### src/rtl/sprom_pkg.sv
package sprom_pkg;

   typedef struct packed {
      logic cs;
      logic sk;
      logic di;
   } pins_t;

   localparam int unsigned LEAD_ZEROS = 2;
   localparam logic        START_BIT  = 1'b1;
   localparam logic [1:0]  READ_OP    = 2'b10;
   localparam int unsigned CMD_HDR_W  = LEAD_ZEROS + 1 + 2;

endpackage

### src/rtl/sprom_phase_div.sv
module sprom_phase_div #(
   parameter int unsigned DIV_W     = 8,
   parameter int unsigned DEF_PHASE = 4
) (
   input  logic             clk,
   input  logic             rst_n,
   input  logic             run,
   input  logic [DIV_W-1:0] len,
   output logic             tick
);
   localparam logic [DIV_W-1:0] DEF_L = DIV_W'(DEF_PHASE);

   logic [DIV_W-1:0] cnt_q;
   logic [DIV_W-1:0] eff_len;

   assign eff_len = (len == '0) ? DEF_L : len;
   assign tick    = run && (cnt_q == eff_len - 1'b1);

   always_ff @(posedge clk) begin
      if (!rst_n)        cnt_q <= '0;
      else if (!run)     cnt_q <= '0;
      else if (tick)     cnt_q <= '0;
      else               cnt_q <= cnt_q + 1'b1;
   end

endmodule

### src/rtl/sprom_seq.sv
module sprom_seq
   import sprom_pkg::*;
#(
   parameter int unsigned ADDR_W = 6,
   parameter int unsigned WORD_W = 16,
   parameter int unsigned NWORDS = 16,
   parameter int unsigned IDX_W  = 4
) (
   input  logic              clk,
   input  logic              rst_n,
   input  logic              tick,
   input  logic              ee_do,
   output logic              run,
   output pins_t             pins,
   output logic              done,
   output logic              wr_en,
   output logic [IDX_W-1:0]  wr_idx,
   output logic [WORD_W-1:0] wr_data
);
   localparam int CMD_W     = CMD_HDR_W + ADDR_W;
   localparam int CMD0      = 2;
   localparam int GAP       = CMD0 + 2 * CMD_W;
   localparam int DAT0      = GAP + 1;
   localparam int STEPS     = DAT0 + 2 * WORD_W;
   localparam int STEP_W    = $clog2(STEPS);

   logic [STEP_W-1:0] step_q, step_n;
   logic [IDX_W-1:0]  word_q, word_n;
   logic [WORD_W-1:0] shf_q, shf_n;
   logic              done_q, done_n;
   pins_t             pins_q;

   function automatic pins_t decode(input logic [STEP_W-1:0] s,
                                    input logic [IDX_W-1:0]  w,
                                    input logic              fin);
      pins_t            p;
      logic [CMD_W-1:0] cmd;
      int               si;
      int               k;
      p   = '0;
      cmd = {{LEAD_ZEROS{1'b0}}, START_BIT, READ_OP, ADDR_W'(w)};
      si  = int'(s);
      if (!fin && si != 0) begin
         p.cs = 1'b1;
         if (si >= CMD0 && si < GAP) begin
            k    = si - CMD0;
            p.sk = k[0];
            p.di = cmd[CMD_W - 1 - (k >> 1)];
         end else if (si >= DAT0) begin
            k    = si - DAT0;
            p.sk = ~k[0];
         end
      end
      return p;
   endfunction

   always_comb begin
      int si;
      step_n = step_q;
      word_n = word_q;
      shf_n  = shf_q;
      done_n = done_q;
      wr_en  = 1'b0;
      si     = int'(step_q);
      if (tick && !done_q) begin
         if (si >= DAT0 && ((si - DAT0) % 2) == 0)
            shf_n = {shf_q[WORD_W-2:0], ee_do};
         if (si == STEPS - 1) begin
            wr_en  = 1'b1;
            step_n = '0;
            if (int'(word_q) == NWORDS - 1) done_n = 1'b1;
            else                            word_n = word_q + 1'b1;
         end else begin
            step_n = step_q + 1'b1;
         end
      end
   end

   always_ff @(posedge clk) begin
      if (!rst_n) begin
         step_q <= '0;
         word_q <= '0;
         shf_q  <= '0;
         done_q <= 1'b0;
         pins_q <= '0;
      end else begin
         step_q <= step_n;
         word_q <= word_n;
         shf_q  <= shf_n;
         done_q <= done_n;
         pins_q <= decode(step_n, word_n, done_n);
      end
   end

   assign run     = !done_q;
   assign pins    = pins_q;
   assign done    = done_q;
   assign wr_idx  = word_q;
   assign wr_data = shf_q;

   // shift clock quiet around every chip-select change
   p_sk_quiet_cs_r9: assert property (@(posedge clk) disable iff (!rst_n)
      (pins_q.cs != $past(pins_q.cs)) |-> (!pins_q.sk && !$past(pins_q.sk)));

   // data-in held across a rising shift clock
   p_di_held_r4: assert property (@(posedge clk) disable iff (!rst_n)
      $rose(pins_q.sk) |-> (pins_q.di == $past(pins_q.di)));

   // done is sticky
   p_done_sticky_r10: assert property (@(posedge clk) disable iff (!rst_n)
      done_q |=> done_q);

   // pins parked once done
   p_idle_done_r10: assert property (@(posedge clk) disable iff (!rst_n)
      done_q |-> (pins_q == '0));

   // sequence position moves only on a phase tick from the divider
   p_step_on_tick_r2: assert property (@(posedge clk) disable iff (!rst_n)
      !$past(tick) |-> ($stable(step_q) && $stable(word_q)));

endmodule

### src/rtl/sprom_image.sv
module sprom_image #(
   parameter int unsigned WORD_W    = 16,
   parameter int unsigned NWORDS    = 16,
   parameter int unsigned IDX_W     = 4,
   parameter int unsigned MAC_OFS   = 20,
   parameter int unsigned MAC_BYTES = 6
) (
   input  logic                     clk,
   input  logic                     rst_n,
   input  logic                     wr_en,
   input  logic [IDX_W-1:0]         wr_idx,
   input  logic [WORD_W-1:0]        wr_data,
   output logic [NWORDS*WORD_W-1:0] image,
   output logic [8*MAC_BYTES-1:0]   mac
);
   logic [WORD_W-1:0] mem [NWORDS];

   for (genvar w = 0; w < NWORDS; w++) begin : g_word
      always_ff @(posedge clk) begin
         if (!rst_n)                                 mem[w] <= '0;
         else if (wr_en && int'(wr_idx) == w)        mem[w] <= wr_data;
      end
      assign image[w*WORD_W +: WORD_W] = mem[w];
   end

   for (genvar b = 0; b < MAC_BYTES; b++) begin : g_mac
      localparam int unsigned BYTE_IDX = MAC_OFS + b;
      localparam int unsigned SRC_W    = BYTE_IDX / 2;
      if (BYTE_IDX % 2 == 1) begin : g_hi
         assign mac[8*(MAC_BYTES-b)-1 -: 8] = mem[SRC_W][15:8];
      end else begin : g_lo
         assign mac[8*(MAC_BYTES-b)-1 -: 8] = mem[SRC_W][7:0];
      end
   end

endmodule

### src/rtl/sprom_boot_reader.sv
module sprom_boot_reader
   import sprom_pkg::*;
#(
   parameter int unsigned ADDR_W    = 6,
   parameter int unsigned WORD_W    = 16,
   parameter int unsigned NWORDS    = 16,
   parameter int unsigned MAC_OFS   = 20,
   parameter int unsigned MAC_BYTES = 6,
   parameter int unsigned DIV_W     = 8,
   parameter int unsigned DEF_PHASE = 4
) (
   input  logic                     clk,
   input  logic                     rst_n,
   input  logic [DIV_W-1:0]         phase_len,
   output logic                     ee_cs,
   output logic                     ee_sk,
   output logic                     ee_di,
   input  logic                     ee_do,
   output logic [NWORDS*WORD_W-1:0] word_image,
   output logic [8*MAC_BYTES-1:0]   station_addr,
   output logic                     done
);
   localparam int unsigned IDX_W = (NWORDS > 1) ? $clog2(NWORDS) : 1;

   initial begin
      a_word16:   assert (WORD_W == 16)                      else $error("WORD_W must be 16");
      a_fit:      assert (NWORDS <= (1 << ADDR_W))           else $error("NWORDS exceeds address space");
      a_idx:      assert (IDX_W <= ADDR_W)                   else $error("index wider than address");
      a_mac:      assert (MAC_OFS + MAC_BYTES <= 2 * NWORDS) else $error("address bytes outside image");
      a_min:      assert (NWORDS >= 2)                       else $error("NWORDS too small");
      a_def:      assert (DEF_PHASE >= 1 && DEF_PHASE < (1 << DIV_W)) else $error("bad DEF_PHASE");
   end

   logic              tick;
   logic              run;
   pins_t             pins;
   logic              wr_en;
   logic [IDX_W-1:0]  wr_idx;
   logic [WORD_W-1:0] wr_data;

   sprom_phase_div #(
      .DIV_W     (DIV_W),
      .DEF_PHASE (DEF_PHASE)
   ) u_div (
      .clk   (clk),
      .rst_n (rst_n),
      .run   (run),
      .len   (phase_len),
      .tick  (tick)
   );

   sprom_seq #(
      .ADDR_W (ADDR_W),
      .WORD_W (WORD_W),
      .NWORDS (NWORDS),
      .IDX_W  (IDX_W)
   ) u_seq (
      .clk     (clk),
      .rst_n   (rst_n),
      .tick    (tick),
      .ee_do   (ee_do),
      .run     (run),
      .pins    (pins),
      .done    (done),
      .wr_en   (wr_en),
      .wr_idx  (wr_idx),
      .wr_data (wr_data)
   );

   sprom_image #(
      .WORD_W    (WORD_W),
      .NWORDS    (NWORDS),
      .IDX_W     (IDX_W),
      .MAC_OFS   (MAC_OFS),
      .MAC_BYTES (MAC_BYTES)
   ) u_img (
      .clk     (clk),
      .rst_n   (rst_n),
      .wr_en   (wr_en),
      .wr_idx  (wr_idx),
      .wr_data (wr_data),
      .image   (word_image),
      .mac     (station_addr)
   );

   assign ee_cs = pins.cs;
   assign ee_sk = pins.sk;
   assign ee_di = pins.di;

   // a word slot only changes on a store, and never once done
   p_image_frozen_r7: assert property (@(posedge clk) disable iff (!rst_n)
      $past(done) |-> $stable(word_image));

endmodule

### config.mk
export PLATFORM = sky130hd
export DESIGN_NAME = sprom_boot_reader
export DESIGN_NICKNAME = d
export VERILOG_FILES = /design/src/rtl/sprom_pkg.sv /design/src/rtl/sprom_phase_div.sv /design/src/rtl/sprom_seq.sv /design/src/rtl/sprom_image.sv /design/src/rtl/sprom_boot_reader.sv
export SDC_FILE = /design/constraint.sdc
export NUM_CORES = 1
export LEC_CHECK = 0
export BUFFER_PORTS_ARGS = -buffer_cell sky130_fd_sc_hd__buf_2
export CORE_ASPECT_RATIO = 0.75
export CORE_UTILIZATION = 55
export DETAILED_ROUTE_END_ITERATION = 16
export HOLD_SLACK_MARGIN = 0.1
export PLACE_DENSITY = 0.89
export REMOVE_ABC_BUFFERS = 1
export SYNTH_ARGS = -nofsm -noshare
export SYNTH_HDL_FRONTEND = slang
export SYNTH_SLANG_ARGS = --single-unit
### constraint.sdc
create_clock -name clk -period 11 [get_ports clk]
set_clock_uncertainty 0.15 [all_clocks]
set_input_delay 0.55 -clock clk [delete_from_list [all_inputs] [get_ports clk]]
set_output_delay 0.55 -clock clk [all_outputs]
set_load 0.005 [all_outputs]
==> results of run 1 <==
-- cell usage in the layout (no fill, tap or decap), types with 4 or more instances in the layout --
cell / count
and2_1: 259
or3_1: 4
ha_1: 13
clkbuf_16: 28
a211oi_1: 4
inv_1: 10
clkinv_1: 7
edfxtp_1: 256
and3_1: 5
dfxtp_1: 38
nor3_1: 9
nand2_1: 44
o21ai_1: 14
buf_4: 14
or2_2: 4
xor2_1: 7
xnor2_1: 10
nand3_1: 7
nand2b_1: 6
buf_2: 318
a21oi_1: 23
nor2_1: 50
-- cell families (layout without fill, tap and decap cells) --
kind of cell / after synthesis / after routing
AO/OA/AOI/OAI: 74 / 74
XOR/XNOR: 17 / 17
flip-flops: 294 / 294
AND/OR/NAND/NOR: 406 / 406
buffers and inverters: 110 / 392
multiplexers: 6 / 6
adder cells (fa/ha/maj): 13 / 13
-- worst register-to-register path: cells and delay by family, from the launching register on --
family | cells | cell delay [ps]
xor gates and xnor gates | 1 | 170
and+or+nand+nor | 5 | 1400
muxes | 2 | 650
buffers and inverters | 1 | 130
AOI/OAI and AO/OA | 5 | 830
adders and majority gates | 1 | 300
DFF | 1 | 510
-- flip-flops by register name (all words and copies together) (netlist names) --
name,count
u_seq.wr_idx,4
u_seq.pins,3
u_seq.step_q,6
u_seq.wr_data,16
u_div.cnt_q,8
u_img.mem,256
u_seq.done,1
-- cells in the mapped netlist (2+ instances only) --
cell      instances
nand3_1           7
buf_4            49
xnor2_1          10
nor3b_1           3
or2_2             4
o31ai_4           2
mux2_2            2
o21a_1            2
o221ai_1          2
o21ai_0          17
a21boi_0          2
nor3_1            9
nor2b_1           3
or4_1             2
a21oi_1          23
ha_1             13
a211oi_1          4
or3_1             4
nand2b_1          6
and2_1          259
nand4_1           2
mux2i_1           2
a31oi_1           3
a221oi_1          2
nand2_1          44
o211ai_1          3
dfxtp_1          38
edfxtp_1        256
o31ai_1           2
and3_1            5
xor2_1            7
inv_1            10
clkbuf_1         45
nor2_1           50
buf_2             2
-- what timing repair did --
| action | in CTS | in global routing |
|---|---|---|
| hold buffers | 1 | 0 |
| hold endpoints to repair | 1 | 0 |
| buffers inserted | 0 | 0 |
-- layer usage --
layer | track usage, % | wire, µm | vias up
met5 | 0 | 0 | -
met4 | 7.00 | 673 | 0
met3 | 6.83 | 3350 | 46
met2 | 44.0 | 15100 | 446
met1 | 37.7 | 13000 | 3993
li1 | - | - | 3652
-- area by class of cell --
cell class / instances / area share [%]
clock buffers: 31 / 4.85
flip-flops and latches: 294 / 57.5
inverters: 12 / 0.307
well taps: 288 / 2.45
multi-input cells: 516 / 22.1
repair buffers: 333 / 11.6
clock inverters: 16 / 1.17
-- per-stage QoR --
step | instances | total power, mW | utilization, % | area (µm²) | hold slack (ps)
final | 1490 | 2.31 | 68.2 | 14700 | 332
after global routing | 1490 | 2.37 | 68.2 | 14700 | 324
after global placement | 1442 | 1.39 | 64.1 | 13800 | 364
after detailed placement | 1442 | 1.40 | 64.1 | 13800 | 369
after floorplan | 822 | 1.32 | - | 11700 | 306
after CTS | 1490 | 2.32 | 68.2 | 14700 | 304
-- worst min path at each step --
stage          cells after the start           start  slack [ps]              to
2_1_floorplan                      1  u_div.cnt_q[0]         310  u_div.cnt_q[0]
3_3_place_gp                       1  u_div.cnt_q[0]         360  u_div.cnt_q[0]
3_5_place_dp                       1  u_div.cnt_q[0]         370  u_div.cnt_q[0]
4_1_cts                            2           rst_n         300      u_seq.done
5_1_grt                            2           rst_n         320      u_seq.done
6_report                           2           rst_n         330      u_seq.done
-- power groups by stage --
| stage | clock network, mW | registers, mW | logic, mW |
|---|---|---|---|
| 2_1_floorplan | 0 | 1.30 | 0.0250 |
| 5_1_grt | 0.986 | 1.27 | 0.115 |
| 3_5_place_dp | 0 | 1.29 | 0.106 |
| 6_report | 0.938 | 1.27 | 0.107 |
| 4_1_cts | 0.945 | 1.27 | 0.107 |
| 3_3_place_gp | 0 | 1.29 | 0.105 |
==> results.md, run 1 <==
* Crit path from: phase_len[0]
* LEAKAGE at 5.89 nW
* Final wirelength at about 32000 µm
* Slew HR at 25.2%
* Wire per inst at approximately 22 µm
* Die Ht at 132 µm
* Final setup violation count at 0
* Slew @ Worst Pin at 1120 ps
* Final HPWL DP at 21000 µm
* FF+latch area at roughly 8400 µm²
* Comb pwr share at 4.6%
* HP Class: in2reg
* Row count at between 40 and 50
* Largest family of logic cells by synthesized area: simple AND/OR/NAND/NOR gates
* DRC at 0
* Seq cells post-synth at 294
* CTS clock-pin slew for the worst setup and hold paths at approximately 60 ps
* Clk pwr share at between 40% and 50%
* Post-Syn Instances at 920
* Switching power at 482 µW
* CTS tree: built
* Tot GR Track Use at 27.5%
* Root buffer cell: clkbuf_16
* Simple-gate share of the synthesized area at 18.9%
* Layout cells sized above 1 at around a third
* Cell internal pwr at about 1.8 mW
* Worst Setup Slack, final at 6590 ps
* Peak VDD IR at 172 µV
* Number of nets in the layout at 1209
* Flop-to-flop setup slack at 6780 ps
* Critical Path Stages at 18
* Final-layout fill cell count at 1571
* Number of synthesized flops with an enable pin at roughly 260
* TNS Setup at 0 ps
* Critical path class: in2reg
* Xor and xnor area share after synthesis at under 10%
* First-pass DRT Iterations at 5
* Vias per Instance at 5.46
* CP peak stage delay at 700 ps
* Share of the synthesized area in the top cell type at 62.5%
* # port buffers at 318
* H-Tree Depth at 1
* Total grt overflow at 0
* Cts bufs inserted at 28
* RR Endpoint: u_seq.pins[0]
* Core ar. at 21500 µm²
* Reg power frac at 54.8%
* Critical path's top delay family: simple AND/OR/NAND/NOR gates
* Yosys Warn Count at 0
* CTS resizes at 0
* Async set-reset flop share out of synthesis at 0%
* Status: completed
* Synth area leaders: edfxtp_1 62%, and2_1 13%, dfxtp_1 6.2%
* RD Place Congestion at between 0.9 and 1
* RSZ-0062 raised after global routing: no
* Crit path required time at 11330 ps
* First-pass GRT wire length at about 47000 µm
* Worst path buffer plus inverter count at 3
* Fin. Hold Viols at 0
* Netlist Area Pre-Place at 12300 µm²
* Area of the multi-input gates at ~3200 µm²
* Diode count at 0
* Clk Latency, worst-skew pair at 550 ps
* Initial core utilization at 57.1%
* Area growth syn-to-layout at 19.3%
* Data arrival, critical path at 4730 ps
* Period utilization at 40.1%
* Worst Setup EP: u_seq.pins[0]
* Netlist cell types at 61
* DRT iter0 DRCs at 802
* Initial antenna violation count at 3
* Maximum fanout along the worst path at 11
* Post-DRT Antenna Nets at 0
* Seq/Total Area, Yosys at between 60% and 70%
* Die X-Extent at 175 µm
* Synth Area per Inst at 13.4 µm²
* Pins Over Slew Limit at 0
* Post-synthesis compound-gate area fraction at 4.12%
* Largest net degree at the start of global routing at 28
* Mux share of post-synthesis cell area at 0.712%
* Synth Flop Type: edfxtp_1
* Place WS at 6150 ps
* Max-cap violations at 0
* Max Buffers Root-to-Sink at 3
* Num ports at 319
* Number of global-route vias before repair at 7700
* Vias post-DR at 8137
* Reg2reg start: u_div.cnt_q[2]
* Minimum clock period at 4410 ps
* Worst-path cell chain: buf_2 > inv_1 > ha_1 > nor3b_1 > o2bb2ai_1 > o22ai_1 > or4_1 > or2_4 > nor2_1 > mux2_2 > inv_1 > ha_1 > nor2_1 > mux2_2 > a221oi_2 > xnor2_1 > o2111ai_1 > a31oi_1
* Clk sinks at 294
* Post-synthesis adder-cell area fraction at 1.32%
* F_max at 0.227 GHz
* P per Cell Area at 157 nW/µm²
* Net Sw Frac at 20.8%
* Leading area contributor after synthesis: edfxtp_1
* R2R depth at 15
* Critical Path End Type: flip-flop
* Die area at around 23000 µm²
* Startpoint Class: input port
* Slowest CP cell: or4_1
Power figures use the tool's default switching activity.
==> inputs of run 2 (changes only) <==
--- a/config.mk
+++ b/config.mk
@@ -7,10 +7,10 @@
 export LEC_CHECK = 0
 export BUFFER_PORTS_ARGS = -buffer_cell sky130_fd_sc_hd__buf_2
 export CORE_ASPECT_RATIO = 0.75
-export CORE_UTILIZATION = 55
+export CORE_UTILIZATION = 53
 export DETAILED_ROUTE_END_ITERATION = 16
 export HOLD_SLACK_MARGIN = 0.1
-export PLACE_DENSITY = 0.89
+export PLACE_DENSITY = 0.86
 export REMOVE_ABC_BUFFERS = 1
 export SYNTH_ARGS = -nofsm -noshare
 export SYNTH_HDL_FRONTEND = slang
==> constraint.sdc (replaced) <==
create_clock -name clk -period 4.5 [get_ports clk]
set_clock_uncertainty 0.15 [all_clocks]
set_input_delay 0.225 -clock clk [delete_from_list [all_inputs] [get_ports clk]]
set_output_delay 0.225 -clock clk [all_outputs]
set_load 0.005 [all_outputs]
==> results.md, run 2 (same netlist as run 1, synthesis figures left out) <==
* Pins Over Slew Limit at 0 (unchanged)
* Crit path from: u_div.cnt_q[2] (was phase_len[0])
* Critical Path End Type: flip-flop (unchanged)
* CP peak stage delay at 560 ps (was 700 ps)
* Fin. Hold Viols at 0 (unchanged)
* Vias per Instance at 5.30 (was 5.46)
* Startpoint Class: flip-flop (was input port)
* Biggest register: u_img.mem (unchanged)
* Die X-Extent at 178 µm (was 175 µm)
* Total grt overflow at 0 (unchanged)
* Layout cells sized above 1 at 33.2% (was 32.4%)
* Final HPWL DP at 20000 µm (was 21000 µm)
* Number of global-route vias before repair at 7567 (was 7700)
* DRT iter0 DRCs at 548 (was 802)
* Final wirelength at 31600 µm (was 32200 µm)
* Worst-path cell chain: xnor2_1 > and4bb_1 > o22ai_1 > or4_1 > or2_4 > nor2_1 > mux2_2 > inv_1 > ha_1 > nor2_1 > mux2_2 > a221oi_2 > xnor2_1 > o2111ai_1 > a31oi_1 (was buf_2 > inv_1 > ha_1 > nor3b_1 > o2bb2ai_1 > o22ai_1 > or4_1 > or2_4 > nor2_1 > mux2_2 > inv_1 > ha_1 > nor2_1 > mux2_2 > a221oi_2 > xnor2_1 > o2111ai_1 > a31oi_1)
* DRC at 0 (unchanged)
* Largest net degree at the start of global routing at 28 (unchanged)
* Max Buffers Root-to-Sink at 3 (unchanged)
* Critical path class: reg2reg (was in2reg)
* Final setup violation count at 0 (unchanged)
* P per Cell Area at 373 nW/µm² (was 157 nW/µm²)
* Hold_sp: ee_do (was rst_n)
* CTS clock-pin slew for the worst setup and hold paths at 70 ps (was 60 ps)
* Vias post-DR at 8052 (was 8137)
* Area growth syn-to-layout at 20.1% (was 19.3%)
* Status: completed (unchanged)
* Data arrival, critical path at 4380 ps (was 4730 ps)
* Slew HR at 21.2% (was 25.2%)
* # port buffers at 318 (unchanged)
* CTS tree: built (unchanged)
* Crit path required time at 4810 ps (was 11330 ps)
* Commonest non-fill, non-tap cells in the layout: 318 x buf_2, 259 x and2_1, 256 x edfxtp_1, 50 x nor2_1, 44 x nand2_1 (unchanged)
* Maximum fanout along the worst path at 11 (unchanged)
* Slew @ Worst Pin at 1180 ps (was 1120 ps)
* Die Ht at 134 µm (was 132 µm)
* Postcts setup bufs at 0 (unchanged)
* Num ports at 319 (unchanged)
* Peak VDD IR at 280 µV (was 172 µV)
* Period utilization at between 90% and 100%
* R2R depth at 15 (unchanged)
* RSZ-0062 raised after global routing: no (unchanged)
* Final non-filler cell total at 1518 (was 1490)
* Wire per inst at 20.8 µm (was 21.6 µm)
* Max FFs per register at 256 (unchanged)
* Max-cap violations at 0 (unchanged)
* H-Tree Depth at 1 (unchanged)
* Initial antenna violation count at 3 (unchanged)
* RD Place Congestion at 0.874 (was 0.906)
* First-pass DRT Iterations at 5 (unchanged)
* TNS Setup at 0 ps (unchanged)
* Placed Cells at 1466 (was 1442)
* First-pass GRT wire length at 45700 µm (was 47000 µm)
* Row count at 47 (was 46)
* LEAKAGE at 5.97 nW (was 5.89 nW)
* Slowest CP cell: or4_1 (unchanged)
* Area of the multi-input gates at 3240 µm² (unchanged)
* Clk Latency, worst-skew pair at 530 ps (was 550 ps)
* Initial core utilization at 54.9% (was 57.1%)
* FF+latch area at 8450 µm² (unchanged)
* F_max at 0.245 GHz
* Worst Setup EP: u_seq.pins[0] (unchanged)
* Cts bufs inserted at 27 (was 28)
* Final-layout fill cell count at 1632 (was 1571)
* Die area at 23800 µm² (was 23000 µm²)
* Post-DRT Antenna Nets at 0 (unchanged)
* HP Class: in2reg (unchanged)
* Root buffer cell: clkbuf_16 (unchanged)
* Flop-to-flop setup slack at 420 ps (was 6780 ps)
* Reg2reg start: u_div.cnt_q[2] (unchanged)
* Core ar. at 22400 µm² (was 21500 µm²)
* Tot GR Track Use at 26.2% (was 27.5%)
* Number of nets in the layout at 1227 (was 1209)
* Most common cell after layout, fill and taps aside: buf_2 (unchanged)
* Minimum clock period at roughly 4000 ps
* RR Endpoint: u_seq.pins[0] (unchanged)
* Clk sinks at 294 (unchanged)
[run 2: stage by stage]
| stage | hold WS [ps] | setup WS (ps) | total power, mW | area (µm²) | util [%] |
|---|---|---|---|---|---|
| CTS | 340 | 449 | 5.55 | 14800 | 65.9 |
| global route | 379 | 147 | 5.66 | 14800 | 65.9 |
| detailed placement | 329 | 147 | 3.41 | 13900 | 62.2 |
| finish | 351 | 425 | 5.52 | 14800 | 66.0 |
| global placement | 320 | 299 | 3.41 | 13900 | 62.2 |
| floorplan | 193 | 479 | 3.23 | 11700 | - |
[run 2: critical path, delay by kind of cell, from the launching register on]
family | cells | cell delay (ps)
flops | 1 | 500
compound gates | 4 | 620
xor+xnor | 2 | 290
buf+inv | 1 | 130
mux | 2 | 650
fa+ha+maj | 1 | 300
simple gates | 5 | 1370
[run 2: how the worst min path moves through the flow]
stage,endpoint,depth (start not counted)
6_report,u_seq.wr_data[0],4
4_1_cts,u_seq.wr_data[0],4
5_1_grt,u_seq.wr_data[0],4
2_1_floorplan,u_seq.done,1
3_5_place_dp,u_seq.wr_data[0],3
3_3_place_gp,u_seq.wr_data[0],3
[run 2: cell type report]
class                      instances  share of cell area, %
multi-input combinational        516                   21.9
antenna                            1                 0.0169
timing repair buffer             352                   12.5
sequential                       294                   57.2
tap                              294                   2.49
inverter                          12                  0.305
clock inverter                    18                  0.898
clock buffer                      31                   4.67
[run 2: what timing repair did]
| action | CTS | global route |
|---|---|---|
| endpoints found under the hold margin | 4 | 0 |
| hold buffers | 2 | 0 |
| resized for setup | 0 | 0 |
[run 2: where the power goes]
part	switching [mW]	leakage [nW]	internal [mW]	total [mW]
logic	0.152	2.74	0.110	0.262
registers	0.0372	2.82	3.06	3.09
clock network	0.953	0.406	1.21	2.16
total	1.14	5.97	4.38	5.52
[run 2: metal layers]
metal / global-route usage, % / up-vias / share of wire, %
met1: 35.6 / 3888 / 40
met2: 42.2 / 418 / 47
met3: 6.55 / 52 / 10
met5: 0 / - / 0
li1: - / 3694 / -
met4: 6.93 / 0 / 2.3
==> inputs of run 3 (changes only) <==
--- a/config.mk
+++ b/config.mk
@@ -7,10 +7,11 @@
 export LEC_CHECK = 0
 export BUFFER_PORTS_ARGS = -buffer_cell sky130_fd_sc_hd__buf_2
 export CORE_ASPECT_RATIO = 0.75
-export CORE_UTILIZATION = 53
+export CORE_UTILIZATION = 55
+export CTS_BUF_LIST = sky130_fd_sc_hd__clkbuf_4
 export DETAILED_ROUTE_END_ITERATION = 16
 export HOLD_SLACK_MARGIN = 0.1
-export PLACE_DENSITY = 0.86
+export PLACE_DENSITY = 0.89
 export REMOVE_ABC_BUFFERS = 1
 export SYNTH_ARGS = -nofsm -noshare
 export SYNTH_HDL_FRONTEND = slang
==> results.md, run 3 (same netlist as run 1, synthesis figures left out) <==
* Status: completed (unchanged)
* Slew HR at 24.4% (was 21.2%)
* Number of nets in the layout at 1271 (was 1227)
* Die Ht at 132 µm (was 134 µm)
* Number of global-route vias before repair at 8203 (was 7567)
* Largest net degree at the start of global routing at 23 (was 28)
* DRC at 0 (unchanged)
* WHS at 232 ps (was 351 ps)
* TNS Setup at 0 ps (unchanged)
* Max-cap violations at 0 (unchanged)
* Core ar. at 21500 µm² (was 22400 µm²)
* F_max at 0.248 GHz (was 0.245 GHz)
* Area growth syn-to-layout at 20.2% (was 20.1%)
* Biggest register: u_img.mem (unchanged)
* LEAKAGE at 6.06 nW (was 5.97 nW)
* Slowest CP cell: or4_1 (unchanged)
* Fin. Hold Viols at 0 (unchanged)
* Layout cells sized above 1 at 37.0% (was 33.2%)
* Die area at 23000 µm² (was 23800 µm²)
* Critical Path End Type: flip-flop (unchanged)
* RD Place Congestion at 0.849 (was 0.874)
* Clk sinks at 294 (unchanged)
* Pins Over Slew Limit at 0 (unchanged)
* Root buffer cell: clkbuf_4 (was clkbuf_16)
* Post-DP Area at 13900 µm² (about the same)
* Row count at 46 (was 47)
* Period utilization at 89.7% (was 90.6%)
* Initial antenna violation count at 3 (unchanged)
* Minimum clock period at 4040 ps (was 4080 ps)
* Most common cell after layout, fill and taps aside: buf_2 (unchanged)
* Final setup violation count at 0 (unchanged)
* Cts bufs inserted at 72 (was 27)
* Clk Latency, worst-skew pair at 650 ps (was 530 ps)
* Wire per inst at 20.7 µm (was 20.8 µm)
* CTS tree: built (unchanged)
* H-Tree Depth at 3 (was 1)
* Vias per Instance at 5.35 (was 5.30)
* Final HPWL DP at 20800 µm (was 20000 µm)
* Tot GR Track Use at 28.5% (was 26.2%)
* Crit path required time at 4930 ps (was 4810 ps)
* Vias post-DR at 8452 (was 8052)
* Startpoint Class: flip-flop (unchanged)
* HP Class: in2reg (unchanged)
* Maximum fanout along the worst path at 11 (unchanged)
* Max FFs per register at 256 (unchanged)
* Critical path class: reg2reg (unchanged)
* Post-DRT Antenna Nets at 0 (unchanged)
* Slew @ Worst Pin at 1130 ps (was 1180 ps)
* Peak VDD IR at 251 µV (was 280 µV)
* CTS clock-pin slew for the worst setup and hold paths at 70 ps (about the same)
* First-pass DRT Iterations at 5 (unchanged)
* Initial core utilization at 57.1% (was 54.9%)
* Commonest non-fill, non-tap cells in the layout: 318 x buf_2, 259 x and2_1, 256 x edfxtp_1, 100 x clkbuf_4, 50 x nor2_1 (was 318 x buf_2, 259 x and2_1, 256 x edfxtp_1, 50 x nor2_1, 44 x nand2_1)
* Worst-path cell chain: xnor2_1 > and4bb_1 > o22ai_1 > or4_1 > or2_4 > nor2_1 > mux2_2 > inv_1 > ha_1 > nor2_1 > mux2_2 > a221oi_2 > xnor2_1 > o2111ai_1 > a31oi_1 (unchanged)
* Max Buffers Root-to-Sink at 3 (unchanged)
* First-pass GRT wire length at 48300 µm (was 45700 µm)
* Num ports at 319 (unchanged)
* Total grt overflow at 0 (unchanged)
* RSZ-0062 raised after global routing: no (unchanged)
* Die X-Extent at 175 µm (was 178 µm)
* CP peak stage delay at 560 ps (about the same)
* Data arrival, critical path at 4460 ps (was 4380 ps)
* # port buffers at 318 (unchanged)
* Post-route design area at 14800 µm² (about the same)
* P per Cell Area at 369 nW/µm² (was 373 nW/µm²)
* Final wirelength at 32800 µm (was 31600 µm)
* DRT iter0 DRCs at 808 (was 548)
* Diode count at 0 (was 1)
[run 3: through the flow]
step | instances | setup WS (ps) | util [%] | total power [mW]
floorplan | 822 | 479 | - | 3.23
global placement | 1459 | 265 | 64.6 | 3.41
detailed placement | 1459 | 183 | 64.6 | 3.42
CTS | 1581 | 511 | 68.7 | 5.50
global route | 1581 | 252 | 68.7 | 5.64
finish | 1581 | 463 | 68.7 | 5.46
[run 3: per-layer routing]
layer	vias up	track usage (%)	share of wire, %	routed length [µm]
li1	3817	-	-	-
met1	4061	38.3	40	13100
met2	506	43.9	47	15400
met3	68	9.09	11	3630
met4	0	9.47	2.2	736
met5	-	0	0	0
[run 3: layout make-up]
type | instances | area [µm²]
multi-input combinational | 516 | 3240
timing repair buffer | 351 | 1840
sequential | 294 | 8450
clock inverter | 20 | 103
tap | 288 | 360
inverter | 12 | 45.0
fill | 1547 | 6740
clock buffer | 100 | 751
[run 3: final timing paths]
check	cells after the start	slack, ps	to	start
worst max-delay path	15	460	u_seq.pins[0]	u_div.cnt_q[2]
worst min-delay path	4	230	u_seq.wr_data[0]	ee_do
worst max register to register	15	460	u_seq.pins[0]	u_div.cnt_q[2]
worst min register to register	1	390	u_div.cnt_q[0]	u_div.cnt_q[0]
[run 3: where the power goes]
group	internal, mW	switching [mW]	leakage (nW)
sequential	3.06	0.0379	2.82
clock	1.03	1.06	0.507
combinational	0.110	0.155	2.74
[run 3: critical path: cells and delay by family, from the launching register on]
kind                       cells  cell delay (ps)
muxes                          2              640
and+or+nand+nor                5             1390
xor gates and xnor gates       2              280
adders and majority gates      1              290
DFF                            1              510
buffers and inverters          1              120
AOI/OAI and AO/OA              4              590
[run 3: repair_timing]
item | 4_1_cts | 5_1_grt
hold buffers | 2 | 0
setup buffers | 0 | 0
resized for setup | 0 | 0
hold endpoints to repair | 11 | 0
